`config.mk`:
```
export PLATFORM = sky130hd
export DESIGN_NAME = cfg_i2c_slave
export DESIGN_NICKNAME = d
export VERILOG_FILES = /design/src/rtl/pzcfg_pkg.sv /design/src/rtl/i2c_line_filter.sv /design/src/rtl/i2c_target_fsm.sv /design/src/rtl/cfg_store.sv /design/src/rtl/cfg_i2c_slave.sv
export SDC_FILE = /design/constraint.sdc
export NUM_CORES = 1
export LEC_CHECK = 0
export ABC_CLOCK_PERIOD_IN_PS = 10200
export CAP_MARGIN = 20
export CORE_ASPECT_RATIO = 1.2
export CORE_MARGIN = 2
export CORE_UTILIZATION = 58
export DETAILED_ROUTE_END_ITERATION = 7
export PLACE_DENSITY = 0.95
export SLEW_MARGIN = 15
export SYNTH_ARGS = -nofsm -noshare
export SYNTH_HDL_FRONTEND = slang
export SYNTH_SLANG_ARGS = --single-unit
```
`constraint.sdc`:
```
create_clock -name clk -period 10.2 [get_ports clk]
set_input_delay 1.53 -clock clk [delete_from_list [all_inputs] [get_ports clk]]
set_output_delay 1.53 -clock clk [all_outputs]
set_load 0.02 [all_outputs]
```
`src/rtl/pzcfg_pkg.sv`:
```
package pzcfg_pkg;
  localparam int unsigned REG_COUNT = 28;
  localparam int unsigned DATA_W    = 8;
  localparam int unsigned PTR_W     = 5;
  localparam int unsigned PEND_MAX  = 512;
  localparam int unsigned PEND_W    = $clog2(PEND_MAX + 1);
  localparam logic [6:0]  DEV_ADDR  = 7'b1110010;

  typedef enum logic [2:0] {
    ST_IDLE, ST_RX, ST_ACK, ST_TX, ST_TXACK
  } bus_state_t;

  typedef enum logic [1:0] {
    PH_DEV, PH_REG, PH_DATA
  } byte_phase_t;

  // steps requested by one command byte: count times (code + 1)
  function automatic logic [16:0] step_request(input logic [6:0] count,
                                               input logic [7:0] step_code);
    return 17'(count) * (17'(step_code) + 17'd1);
  endfunction

  // saturating accumulate of the pending total
  function automatic logic [PEND_W-1:0] pend_add(input logic [PEND_W-1:0] base,
                                                 input logic [16:0] extra);
    logic [17:0] total;
    total = 18'(base) + 18'(extra);
    if (total > 18'(PEND_MAX)) return PEND_W'(PEND_MAX);
    return total[PEND_W-1:0];
  endfunction
endpackage

```
`src/rtl/i2c_line_filter.sv`:
```
module i2c_line_filter #(
  parameter int unsigned STABLE = 3
) (
  input  logic clk,
  input  logic rst_n,
  input  logic line_i,
  output logic line_o
);
  localparam int unsigned CW = $clog2(STABLE + 1);

  logic [1:0]    sync_q;
  logic [CW-1:0] hold_cnt;

  always_ff @(posedge clk or negedge rst_n) begin
    if (!rst_n) begin
      sync_q   <= 2'b11;
      line_o   <= 1'b1;
      hold_cnt <= '0;
    end else begin
      sync_q <= {sync_q[0], line_i};
      if (sync_q[1] == line_o) begin
        hold_cnt <= '0;
      end else if (hold_cnt == CW'(STABLE - 1)) begin
        line_o   <= sync_q[1];
        hold_cnt <= '0;
      end else begin
        hold_cnt <= hold_cnt + 1'b1;
      end
    end
  end
endmodule

```
`src/rtl/i2c_target_fsm.sv`:
```
module i2c_target_fsm
  import pzcfg_pkg::*;
(
  input  logic             clk,
  input  logic             rst_n,
  input  logic             scl,
  input  logic             sda,
  input  logic [7:0]       status_byte,
  output logic             sda_oe,
  output logic             wr_en,
  output logic [PTR_W-1:0] wr_ptr,
  output logic [7:0]       wr_data,
  output logic             start_evt,
  output logic             stop_evt,
  output logic             nomatch_evt
);
  bus_state_t  state;
  byte_phase_t phase;
  logic             scl_q, sda_q;
  logic [7:0]       shreg, txsh;
  logic [3:0]       bitcnt;
  logic             rd_dir, nack_q;
  logic [PTR_W-1:0] ptr;
  logic             scl_rise, scl_fall;

  assign scl_rise  = scl & ~scl_q;
  assign scl_fall  = ~scl & scl_q;
  assign start_evt = scl & scl_q & sda_q & ~sda;
  assign stop_evt  = scl & scl_q & ~sda_q & sda;

  always_ff @(posedge clk or negedge rst_n) begin
    if (!rst_n) begin
      scl_q <= 1'b1;
      sda_q <= 1'b1;
    end else begin
      scl_q <= scl;
      sda_q <= sda;
    end
  end

  always_ff @(posedge clk or negedge rst_n) begin
    if (!rst_n) begin
      state       <= ST_IDLE;
      phase       <= PH_DEV;
      shreg       <= '0;
      txsh        <= '0;
      bitcnt      <= '0;
      rd_dir      <= 1'b0;
      nack_q      <= 1'b0;
      ptr         <= '0;
      wr_en       <= 1'b0;
      wr_ptr      <= '0;
      wr_data     <= '0;
      nomatch_evt <= 1'b0;
    end else begin
      wr_en       <= 1'b0;
      nomatch_evt <= 1'b0;
      if (start_evt) begin
        state  <= ST_RX;
        phase  <= PH_DEV;
        bitcnt <= '0;
      end else if (stop_evt) begin
        state <= ST_IDLE;
      end else begin
        unique case (state)
          ST_RX: begin
            if (scl_rise) begin
              shreg  <= {shreg[6:0], sda};
              bitcnt <= bitcnt + 1'b1;
            end else if (scl_fall && bitcnt == 4'd8) begin
              unique case (phase)
                PH_DEV: begin
                  if (shreg[7:1] == DEV_ADDR) begin
                    state  <= ST_ACK;
                    rd_dir <= shreg[0];
                  end else begin
                    state       <= ST_IDLE;
                    nomatch_evt <= 1'b1;
                  end
                end
                PH_REG: begin
                  ptr   <= shreg[PTR_W-1:0];
                  state <= ST_ACK;
                end
                default: begin
                  wr_en   <= 1'b1;
                  wr_ptr  <= ptr;
                  wr_data <= shreg;
                  ptr     <= ptr + 1'b1;
                  state   <= ST_ACK;
                end
              endcase
            end
          end
          ST_ACK: begin
            if (scl_fall) begin
              bitcnt <= '0;
              if (phase == PH_DEV && rd_dir) begin
                state <= ST_TX;
                txsh  <= status_byte;
              end else begin
                state <= ST_RX;
                phase <= (phase == PH_DEV) ? PH_REG : PH_DATA;
              end
            end
          end
          ST_TX: begin
            if (scl_fall) begin
              if (bitcnt == 4'd7) begin
                state  <= ST_TXACK;
                bitcnt <= '0;
              end else begin
                txsh   <= {txsh[6:0], 1'b0};
                bitcnt <= bitcnt + 1'b1;
              end
            end
          end
          ST_TXACK: begin
            if (scl_rise) nack_q <= sda;
            else if (scl_fall) begin
              if (nack_q) state <= ST_IDLE;
              else begin
                state <= ST_TX;
                txsh  <= status_byte;
              end
            end
          end
          default: ;
        endcase
      end
    end
  end

  always_comb begin
    unique case (state)
      ST_ACK:  sda_oe = 1'b1;
      ST_TX:   sda_oe = ~txsh[7];
      default: sda_oe = 1'b0;
    endcase
  end
endmodule

```
`src/rtl/cfg_store.sv`:
```
module cfg_store
  import pzcfg_pkg::*;
(
  input  logic                          clk,
  input  logic                          rst_n,
  input  logic                          wr_en,
  input  logic [PTR_W-1:0]              wr_ptr,
  input  logic [7:0]                    wr_data,
  input  logic                          step_taken,
  output logic [REG_COUNT*DATA_W-1:0]   regs_flat,
  output logic                          drive_strobe,
  output logic [PEND_W-1:0]             pending,
  output logic                          enable
);
  logic [DATA_W-1:0] cfg_q [REG_COUNT];
  logic              cmd_hit, dir_flip;

  assign enable   = cfg_q[1][5];
  assign cmd_hit  = wr_en && (wr_ptr == '0) && enable;
  assign dir_flip = wr_data[7] != cfg_q[0][7];

  for (genvar g = 0; g < REG_COUNT; g++) begin : g_reg
    always_ff @(posedge clk or negedge rst_n) begin
      if (!rst_n) begin
        cfg_q[g] <= '0;
      end else if (wr_en && wr_ptr == PTR_W'(g)) begin
        if (g == 0) cfg_q[g] <= enable ? wr_data : {wr_data[7], cfg_q[g][6:0]};
        else        cfg_q[g] <= wr_data;
      end
    end
    assign regs_flat[g*DATA_W +: DATA_W] = cfg_q[g];
  end

  always_ff @(posedge clk or negedge rst_n) begin
    if (!rst_n) begin
      drive_strobe <= 1'b0;
      pending      <= '0;
    end else begin
      drive_strobe <= cmd_hit;
      if (!enable)
        pending <= '0;
      else if (cmd_hit)
        pending <= pend_add(dir_flip ? '0 : pending,
                            step_request(wr_data[6:0], cfg_q[6]));
      else if (step_taken && pending != '0)
        pending <= pending - 1'b1;
    end
  end
endmodule

```
`src/rtl/cfg_i2c_slave.sv`:
```
module cfg_i2c_slave
  import pzcfg_pkg::*;
#(
  parameter int unsigned FILTER_LEN = 3
) (
  input  logic                        clk,
  input  logic                        rst_n,
  input  logic                        scl_i,
  input  logic                        sda_i,
  input  logic                        busy_i,
  input  logic                        step_taken_i,
  output logic                        sda_oe_o,
  output logic                        drive_strobe_o,
  output logic [PEND_W-1:0]           pending_steps_o,
  output logic [REG_COUNT*DATA_W-1:0] regs_o
);
  logic [1:0]       raw_lines, clean_lines;
  logic             start_evt, stop_evt, nomatch_evt;
  logic             wr_en, cfg_enable;
  logic [PTR_W-1:0] wr_ptr;
  logic [7:0]       wr_data;

  assign raw_lines = {sda_i, scl_i};

  for (genvar k = 0; k < 2; k++) begin : g_filt
    i2c_line_filter #(.STABLE(FILTER_LEN)) u_filt (
      .clk    (clk),
      .rst_n  (rst_n),
      .line_i (raw_lines[k]),
      .line_o (clean_lines[k])
    );
  end

  i2c_target_fsm u_fsm (
    .clk         (clk),
    .rst_n       (rst_n),
    .scl         (clean_lines[0]),
    .sda         (clean_lines[1]),
    .status_byte ({busy_i, 7'b0}),
    .sda_oe      (sda_oe_o),
    .wr_en       (wr_en),
    .wr_ptr      (wr_ptr),
    .wr_data     (wr_data),
    .start_evt   (start_evt),
    .stop_evt    (stop_evt),
    .nomatch_evt (nomatch_evt)
  );

  cfg_store u_store (
    .clk          (clk),
    .rst_n        (rst_n),
    .wr_en        (wr_en),
    .wr_ptr       (wr_ptr),
    .wr_data      (wr_data),
    .step_taken   (step_taken_i),
    .regs_flat    (regs_o),
    .drive_strobe (drive_strobe_o),
    .pending      (pending_steps_o),
    .enable       (cfg_enable)
  );
endmodule

```
==> flow_summary_export.csv, run 1 <==
group,metric,value,unit
sta,timing.hold.ws,0.365,ns
synthesis,synth_area,14500,um2
floorplan,start_util,58.8,%
sta,setup_tns,0,ns
synthesis,ys_warn_count,0,
cts,numCtsBuffers,28,
power_and_ir_drop,ir_worst_vdd,0.000169,V
cts,h-tree-depth,1,
grt,grt_pass1_vias,11300,
layout,design_area,18100,um2
grt,antenna_found_initial,0,
setup_path,cp.required,10.68,ns
synthesis,yosysUniqueCellTypes,63,
floorplan,io_pins,242,
sta,clock-skew-final,0.0249,ns
synthesis,synth-edff-count,0,
run,cap_violations,0,
run_status,status,"complete, no violations",
placement,place_hpwl,27100,um
sta,fmax,129,MHz
cts,clkTransAtPathRegs,0.06,ns
floorplan,core.rowCount,63,
floorplan,die_area,26200,um2
cts,cts_resized,0,
drt,routed_wl,40500,um
sta,hold_viol,0,
synthesis,ys.flop_type,"dfrtp_1",
cts,clk_latency,0.54,ns
sta,fin_crit,7.77,ns
grt,grt_max_degree,175,
hold_path,hold_path.class,"flip-flop to flip-flop",
layout,fillers,1511,
synthesis,ys_seq_area_share,49.6,%
setup_path,cp-start-kind,"flip-flop",
sta,slew_headroom,36.6,%
floorplan,die_h,177,um
cts,cts_hold_buf,0,
synthesis,syn_inst,1206,
cts,root_buffer,"clkbuf_16",
layout,drive_above_1_share,21.5,%
drt,avgViaCountPerCell,6.03,
synthesis,synth_fp_nets,1301,
synthesis,yosys_register_bits,286,
layout,fin_nets,1530,
layout,area_growth,25.4,%
setup_path,path_max_fanout,12,
floorplan,core_area,24600,um2
sta,tightestPinTransition,0.943,ns
setup_path,path_class,"flip-flop to flip-flop",
placement,place_area,17200,um2
drt,drt_pass1_iterations,5,
sta,slew_viol_final,0,
setup_path,cp.arrival,8.25,ns
power_and_ir_drop,p_per_area,133,nW/um2
grt,grt_overflow,0,
power_and_ir_drop,p_leak,8.82,nW
sta,grt_setup_unrepaired,"false",
setup_path,critPathCaptureType,"flip-flop",
drt,final_antenna_net_count,0,
drt,vias,10800,
synthesis,synth-async-reset-ratio,100,%
sta,setup_violations,0,
floorplan,die_w,148,um
drt,drtIter0Drc,839,
cts,postCtsSetupBuffers,0,
grt,grt_pass1_wl,62800,um
setup_path,rrSetupSlack,2.43,ns
placement,port_buffers,241,
drt,wl_per_cell,22.7,um
synthesis,avgSynthCellArea,12.0,um2
drt,route.detailed.drc,0,
cts,cts_tree,"built",
grt,grt.total_usage,30.8,%
cts,clock-sinks,286,
sta,min_period_over_period,76.2,%
placement,gp_congestion,0.866,
cts,clockBufferDepth,3,
through the flow:
stage | util (%) | power, W | setup WS, ns | instances
2_1_floorplan | - | 0.00130 | 3.27 | 1206
6_report | 73.7 | 0.00240 | 2.43 | 1783
4_1_cts | 73.7 | 0.00241 | 2.41 | 1782
3_3_place_gp | 69.8 | 0.00135 | 2.91 | 1728
5_1_grt | 73.7 | 0.00248 | 1.87 | 1782
3_5_place_dp | 69.8 | 0.00136 | 2.44 | 1730
final cells by class:
cell class,count,area [um2],share of cell area (%)
Clock inverter,8,83.8,0.462
Multi-Input combinational cell,809,6880,37.9
Antenna cell,1,2.50,0.0138
Inverter,58,218,1.20
Sequential cell,286,7170,39.5
Timing Repair Buffer,252,2510,13.8
Clock buffer,44,872,4.81
Tap cell,325,407,2.24
cells in the mapped netlist, drive strengths merged (9+ instances only):
| cell type | instances | share of area (%) |
|---|---|---|
| ha | 54 | 4.7 |
| nand2 | 93 | 2.4 |
| nor2 | 46 | 1.2 |
| xnor2 | 22 | 1.3 |
| inv | 57 | 1.5 |
| clkbuf | 46 | 1.2 |
| xor2 | 12 | 0.73 |
| nand3 | 24 | 0.83 |
| dfrtp | 278 | 48 |
| nor2b | 25 | 1.1 |
| nand2b | 19 | 0.82 |
| mux2 | 238 | 19 |
| and3 | 9 | 0.39 |
| a21oi | 35 | 1.2 |
| fa | 35 | 4.8 |
| and2 | 37 | 1.6 |
| o21ai | 30 | 1.0 |
| or3 | 11 | 0.48 |
| nor3 | 17 | 0.59 |
kinds of logic (layout without fill, tap and decap cells):
kind of cell | count (synthesis) | after routing | share of synthesized area, %
compound gates | 136 | 136 | 6.20
xor+xnor | 34 | 34 | 2.06
fa+ha+maj | 90 | 90 | 9.59
buf+inv | 111 | 362 | 2.92
flops | 286 | 286 | 49.6
mux | 240 | 240 | 18.7
other cells | 0 | 1 | 0
simple gates | 309 | 309 | 11.0
layer usage:
layer	vias up	GRT usage [%]	share of wire (%)
li1	4654	-	-
met1	5463	35.6	36
met2	494	55.3	53
met3	142	5.75	6.3
met4	0	14.3	5.0
met5	-	0	0
critical path, cell delays in order, from the launching register on:
cell,delay (ns)
dfrtp_1,0.56
ha_1,0.26
nand3_1,0.11
nor2_1,0.20
xor2_1,0.48
nand2_1,0.14
fa_1,0.50
inv_1,0.06
fa_1,0.47
fa_1,0.55
inv_1,0.06
fa_1,0.53
inv_1,0.04
ha_1,0.38
nand3_1,0.09
or3_1,0.41
o211a_1,0.16
xnor2_1,0.12
ha_1,0.34
and3_1,0.18
o21ai_0,0.09
a211oi_1,0.55
inv_1,0.09
o311a_1,0.35
o21bai_1,0.20
nor4b_2,0.56
a22o_1,0.24
cells in the final DEF, fill, tap and decap left out, types with 6 or more instances in the layout:
| cell type | Yosys | routed |
|---|---|---|
| nor2_1 | 46 | 46 |
| nor2b_1 | 25 | 25 |
| fa_1 | 35 | 35 |
| a211oi_1 | 7 | 7 |
| clkdlybuf4s50_1 | 0 | 240 |
| xor2_1 | 12 | 12 |
| clkbuf_1 | 46 | 6 |
| ha_1 | 54 | 54 |
| and3_1 | 9 | 9 |
| dfrtp_1 | 278 | 278 |
| buf_4 | 1 | 8 |
| xnor2_1 | 22 | 22 |
| o21ai_0 | 27 | 27 |
| a21oi_1 | 34 | 34 |
| clkbuf_16 | 0 | 29 |
| nand3_1 | 24 | 24 |
| o211ai_1 | 7 | 7 |
| o22ai_1 | 8 | 8 |
| nor3_1 | 17 | 16 |
| dfstp_2 | 8 | 8 |
| nand2b_1 | 19 | 19 |
| a21o_1 | 8 | 8 |
| inv_1 | 57 | 57 |
| nand4b_1 | 6 | 6 |
| mux2_2 | 238 | 238 |
| and2_1 | 37 | 37 |
| nand2_1 | 93 | 93 |
| or3_1 | 11 | 11 |
| clkbuf_8 | 0 | 9 |
where the power goes:
group	internal (W)	total, W	switching (W)
sequential	0.00117	0.00122	0.0000465
combinational	0.0000501	0.000127	0.0000767
clock	0.000614	0.00105	0.000441
final timing paths:
check | startpoint | endpoint | cells past startpoint
max | u_store.regs_flat[48] | u_store.pending[7] | 26
min | g_filt[1].u_filt.sync_q[0] | g_filt[1].u_filt.sync_q[1] | 0
max reg2reg | u_store.regs_flat[48] | u_store.pending[7] | 26
min reg2reg | g_filt[1].u_filt.sync_q[0] | g_filt[1].u_filt.sync_q[1] | 0
max in group asynchronous | rst_n | u_store.regs_flat[30] | 2
min in group asynchronous | rst_n | u_store.regs_flat[180] | 1
state kept, by name, summed over array words and instances, names as in the netlist, 3 cells and up:
register	count
u_fsm.shreg	8
g_filt.u_filt.sync_q	4
u_fsm.bitcnt	4
u_store.regs_flat	223
u_store.pending	10
g_filt.u_filt.hold_cnt	4
u_fsm.wr_ptr	5
u_fsm.wr_data	8
u_fsm.state	3
u_fsm.ptr	5
(Power assumes the default switching activity.)
==> run 2: changes to the inputs <==
Settings changed: ABC_CLOCK_PERIOD_IN_PS 10200 to 7300, CORE_UTILIZATION 58 to 54, PLACE_DENSITY 0.95 to 0.93.
Clock period 10.2 ns to 7.3 ns, I/O delays scaled along.
==> flow_summary_export.csv, run 2 (synthesis gave the netlist of run 1 again) <==
group,metric,value,unit
grt,grt_pass1_vias,11000,
sta,slew_headroom,35.8,%
cts,numCtsBuffers,28,
setup_path,cp-start-kind,"flip-flop",
floorplan,io_pins,242,
drt,avgViaCountPerCell,5.86,
grt,grt_overflow,0,
floorplan,die_area,28100,um2
cts,h-tree-depth,1,
sta,fmax,140,MHz
setup_path,path_max_fanout,7,
run,cap_violations,0,
sta,hold_viol,0,
setup_path,path_class,"flip-flop to flip-flop",
layout,area_growth,26.3,%
sta,clock-skew-final,0.0198,ns
power_and_ir_drop,ir_worst_vdd,0.000212,V
sta,slew_viol_final,0,
placement,port_buffers,241,
floorplan,core_area,26400,um2
cts,clockBufferDepth,3,
floorplan,start_util,54.9,%
drt,routed_wl,38900,um
cts,clk_latency,0.56,ns
setup_path,critPathCaptureType,"flip-flop",
placement,place_area,17200,um2
sta,tightestPinTransition,0.963,ns
grt,grt_max_degree,153,
cts,cts_hold_buf,0,
power_and_ir_drop,p_int,0.00255,W
run_status,status,"complete, no violations",
cts,root_buffer,"clkbuf_16",
floorplan,core.rowCount,65,
layout,design_area,18300,um2
floorplan,die_w,153,um
power_and_ir_drop,p_per_area,182,nW/um2
cts,clkTransAtPathRegs,0.07,ns
drt,drtIter0Drc,591,
floorplan,die_h,183,um
power_and_ir_drop,clkPwrFrac,44.2,%
placement,place_hpwl,26600,um
power_and_ir_drop,p_leak,8.87,nW
placement,gp_congestion,0.890,
power_and_ir_drop,total_power,0.00333,W
layout,antenna_cells,0,
setup_path,cp.required,7.76,ns
sta,min_period_over_period,98.0,%
drt,route.detailed.drc,0,
power_and_ir_drop,seqPwrFrac,50.9,%
drt,wl_per_cell,21.6,um
sta,setup_violations,0,
grt,grt.total_usage,27.1,%
power_and_ir_drop,p_sw,0.000784,W
layout,fin_nets,1538,
cts,cts_tree,"built",
power_and_ir_drop,p_comb_share,4.9,%
drt,vias,10500,
drt,drt_pass1_iterations,5,
layout,largest_reg_flops,223,
layout,drive_above_1_share,22.7,%
grt,antenna_found_initial,0,
layout,final_common_cell,"dfrtp_1",
layout,mostFrequentLayoutCells,"dfrtp_1, clkdlybuf4s50_1, mux2_2, nand2_1, inv_1",
sta,fin_crit,7.15,ns
grt,grt_pass1_wl,60500,um
hold_path,hold_path.class,"flip-flop to flip-flop",
power_and_ir_drop,switching_share,23.5,%
drt,final_antenna_net_count,0,
cts,clock-sinks,286,
setup_path,cp.arrival,7.62,ns
sta,setup_tns,0,ns
[run 2: worst paths after layout]
| path | startpoint | endpoint | slack [ns] | cells after the start |
|---|---|---|---|---|
| setup reg to reg | u_store.regs_flat[52] | u_store.pending[8] | 0.15 | 25 |
| max in group asynchronous | rst_n | u_store.pending[1] | 5.29 | 2 |
| hold reg to reg | g_filt[0].u_filt.sync_q[0] | g_filt[0].u_filt.sync_q[1] | 0.36 | 0 |
| hold / removal | g_filt[0].u_filt.sync_q[0] | g_filt[0].u_filt.sync_q[1] | 0.36 | 0 |
| setup / recovery | u_store.regs_flat[52] | u_store.pending[8] | 0.15 | 25 |
| min in group asynchronous | rst_n | u_store.regs_flat[190] | 0.66 | 1 |
[run 2: what timing repair did]
item	in CTS	in global routing
endpoints found under the setup margin	1	10
pin swaps	0	4
gates resized for setup	0	11
buffers inserted	0	4
cloned	0	0
[run 2: layout make-up]
cell class | instances | area, um2
Tap cell | 335 | 419
Timing Repair Buffer | 260 | 2570
Clock buffer | 40 | 836
Inverter | 58 | 218
Fill cell | 1821 | 8090
Clock inverter | 12 | 121
Sequential cell | 286 | 7170
Multi-Input combinational cell | 809 | 6930
[run 2: power by group through the flow]
stage	logic [W]	registers, W	clock network, W
final	0.000163	0.00170	0.00147
after global routing	0.000186	0.00170	0.00156
after CTS	0.000165	0.00170	0.00149
after detailed placement	0.000164	0.00172	0
after global placement	0.000157	0.00172	0
after floorplan	0.000115	0.00171	0
[run 2: metal layers]
metal	global-route usage, %	vias to the layer above	share of wire (%)
li1	-	4661	-
met1	31.1	5419	37
met2	49.9	355	53
met3	4.87	108	5.4
met4	11.4	0	4.4
met5	0	-	0
[run 2: worst max-delay path, cell delays in order (launching register included)]
cell,delay [ns]
dfrtp_1,0.44
and3_1,0.19
nand3_1,0.16
xnor2_2,0.34
nand2_1,0.14
fa_1,0.53
inv_1,0.05
fa_1,0.47
fa_1,0.55
inv_1,0.05
fa_1,0.53
inv_1,0.04
ha_1,0.37
o211ai_1,0.14
a21oi_2,0.15
nor2_1,0.08
xnor2_1,0.18
ha_1,0.32
or3_1,0.38
or3_1,0.31
o211ai_1,0.15
nand4b_1,0.19
o31ai_2,0.37
nand4_1,0.17
or4b_4,0.57
o22ai_1,0.18
[run 2: metrics by stage]
| step | hold WS [ns] | util [%] | setup slack, ns | std cells |
|---|---|---|---|---|
| 2_1_floorplan | 0.345 | - | 0.371 | 1206 |
| 4_1_cts | 0.356 | 68.9 | -0.00639 | 1795 |
| 5_1_grt | 0.361 | 69.3 | -0.168 | 1800 |
| 3_5_place_dp | 0.352 | 65.3 | 0.0542 | 1743 |
| 3_3_place_gp | 0.346 | 65.3 | 0.264 | 1743 |
| 6_report | 0.358 | 69.3 | 0.147 | 1800 |
==> run 3: changes to the inputs <==
Settings changed: CORE_ASPECT_RATIO 1.2 to not set.
==> flow_summary_export.csv, run 3 (synthesis gave the netlist of run 1 again) <==
group,metric,value,unit
run_status,status,"complete, no violations",
sta,clock-skew-final,0.0122,ns
drt,routed_wl,39700,um
layout,design_area,18300,um2
layout,fin_cells,1805,
cts,clockBufferDepth,3,
sta,slew_viol_final,0,
setup_path,critPathCaptureType,"flip-flop",
hold_path,min_delay_path_depth,0,
placement,place_area,17200,um2
run,cap_violations,0,
drt,avgViaCountPerCell,5.87,
hold_path,hold_path.class,"flip-flop to flip-flop",
sta,tightestPinTransition,1.11,ns
power_and_ir_drop,ir_worst_vdd,0.000193,V
layout,fin_nets,1544,
cts,root_buffer,"clkbuf_16",
layout,final_common_cell,"dfrtp_1",
setup_path,cp.arrival,7.50,ns
cts,cts_hold_buf,0,
power_and_ir_drop,p_per_area,183,nW/um2
setup_path,slowest_delay,0.56,ns
placement,gp_congestion,0.861,
layout,area_growth,26.8,%
grt,antenna_found_initial,0,
sta,min_period_over_period,96.4,%
layout,antenna_cells,0,
grt,grt_pass1_wl,62000,um
setup_path,slowest_stage,"or4b_4",
sta,setup_violations,0,
grt,grt.total_usage,27.9,%
cts,clk_latency,0.55,ns
setup_path,path_max_fanout,5,
cts,clock-sinks,286,
placement,port_buffers,241,
grt,grt_pass1_vias,11300,
drt,drtIter0Drc,879,
floorplan,start_util,55.2,%
floorplan,die_w,168,um
sta,fin_crit,7.04,ns
power_and_ir_drop,total_power,0.00336,W
cts,numCtsBuffers,29,
power_and_ir_drop,p_leak,8.89,nW
sta,timing.hold.ws,0.359,ns
sta,hold_viol,0,
grt,grt_overflow,0,
floorplan,core.rowCount,59,
grt,grt_max_degree,192,
floorplan,die_area,28100,um2
floorplan,core_area,26200,um2
sta,fmax,142,MHz
drt,wl_per_cell,22.0,um
floorplan,die_h,168,um
placement,place_hpwl,26200,um
sta,slew_headroom,26.2,%
drt,drt_pass1_iterations,5,
setup_path,path_class,"flip-flop to flip-flop",
setup_path,cp-start-kind,"flip-flop",
placement,dp_slack,-0.00860,ns
cts,clkTransAtPathRegs,0.06,ns
cts,cts_tree,"built",
layout,mostFrequentLayoutCells,"dfrtp_1, clkdlybuf4s50_1, mux2_2, nand2_1, inv_1",
drt,vias,10600,
cts,h-tree-depth,1,
drt,route.detailed.drc,0,
layout,drive_above_1_share,22.9,%
drt,final_antenna_net_count,0,
layout,largest_reg_flops,223,
sta,worst_slack,0.263,ns
placement,placed_cells,1745,
setup_path,reg2reg_depth,26,
floorplan,io_pins,242,
setup_path,cp.required,7.76,ns
==> run 3: changes by cell type in the layout (fill, tap and decap cells not counted), moves of 2 or more <==
cell and delta:
buf_4 +5, clkinv_2 -4, clkbuf_1 +2, clkbuf_8 +2
clkinv_4 -2, dfrtp_1 -2, dfrtp_2 +2, xor2_2 -2
==> run 3: layout make-up <==
cell class | count | area [um2]
fillers | 1720 | 7870
flip-flops and latches | 286 | 7170
multi-input cells | 809 | 6960
repair buffers | 265 | 2610
clock buffers | 45 | 896
well taps | 335 | 419
inverters | 58 | 218
clock inverters | 7 | 70.1
==> run 3: stage by stage <==
step	util (%)	setup TNS [ns]
after floorplan	-	0
after CTS	69.4	0
after detailed placement	65.7	-0.0198
final	70.0	0
after global routing	70.0	-0.0842
after global placement	65.7	0
==> run 3: final timing paths <==
kind                                            startpoint  slack (ns)                    endpoint
worst max-delay path                 u_store.regs_flat[52]        0.26          u_store.pending[3]
worst min-delay path            g_filt[1].u_filt.sync_q[0]        0.36  g_filt[1].u_filt.sync_q[1]
worst max register to register       u_store.regs_flat[52]        0.26          u_store.pending[3]
worst min register to register  g_filt[1].u_filt.sync_q[0]        0.36  g_filt[1].u_filt.sync_q[1]
max in group asynchronous                            rst_n        5.17       u_store.regs_flat[48]
min in group asynchronous                            rst_n        0.56              u_fsm.state[0]
==> run 3: critical path, delay by kind of cell, from the launching register on <==
| kind | cells | cell delay, ns |
|---|---|---|
| fa+ha+maj | 6 | 2.67 |
| compound gates | 5 | 0.93 |
| simple gates | 9 | 2.23 |
| flops | 1 | 0.44 |
| xor+xnor | 2 | 0.46 |
| buf+inv | 4 | 0.20 |
==> run 3: routing by layer <==
layer | global-route usage, % | part of all wire, %
met3 | 5.53 | 6.6
met5 | 0 | 0
met1 | 33.9 | 38
met4 | 9.75 | 3.4
met2 | 49.6 | 52
==> run 3: what timing repair did <==
action,in CTS,in global routing
resized for setup,1,15
pin swaps,0,6
setup endpoints to repair,6,10
buffers inserted,0,8
==> run 3: power breakdown <==
part | switching [W] | total (W) | internal, W
Combinational | 0.000102 | 0.000171 | 0.0000697
Sequential | 0.0000608 | 0.00170 | 0.00164
Clock | 0.000610 | 0.00148 | 0.000875
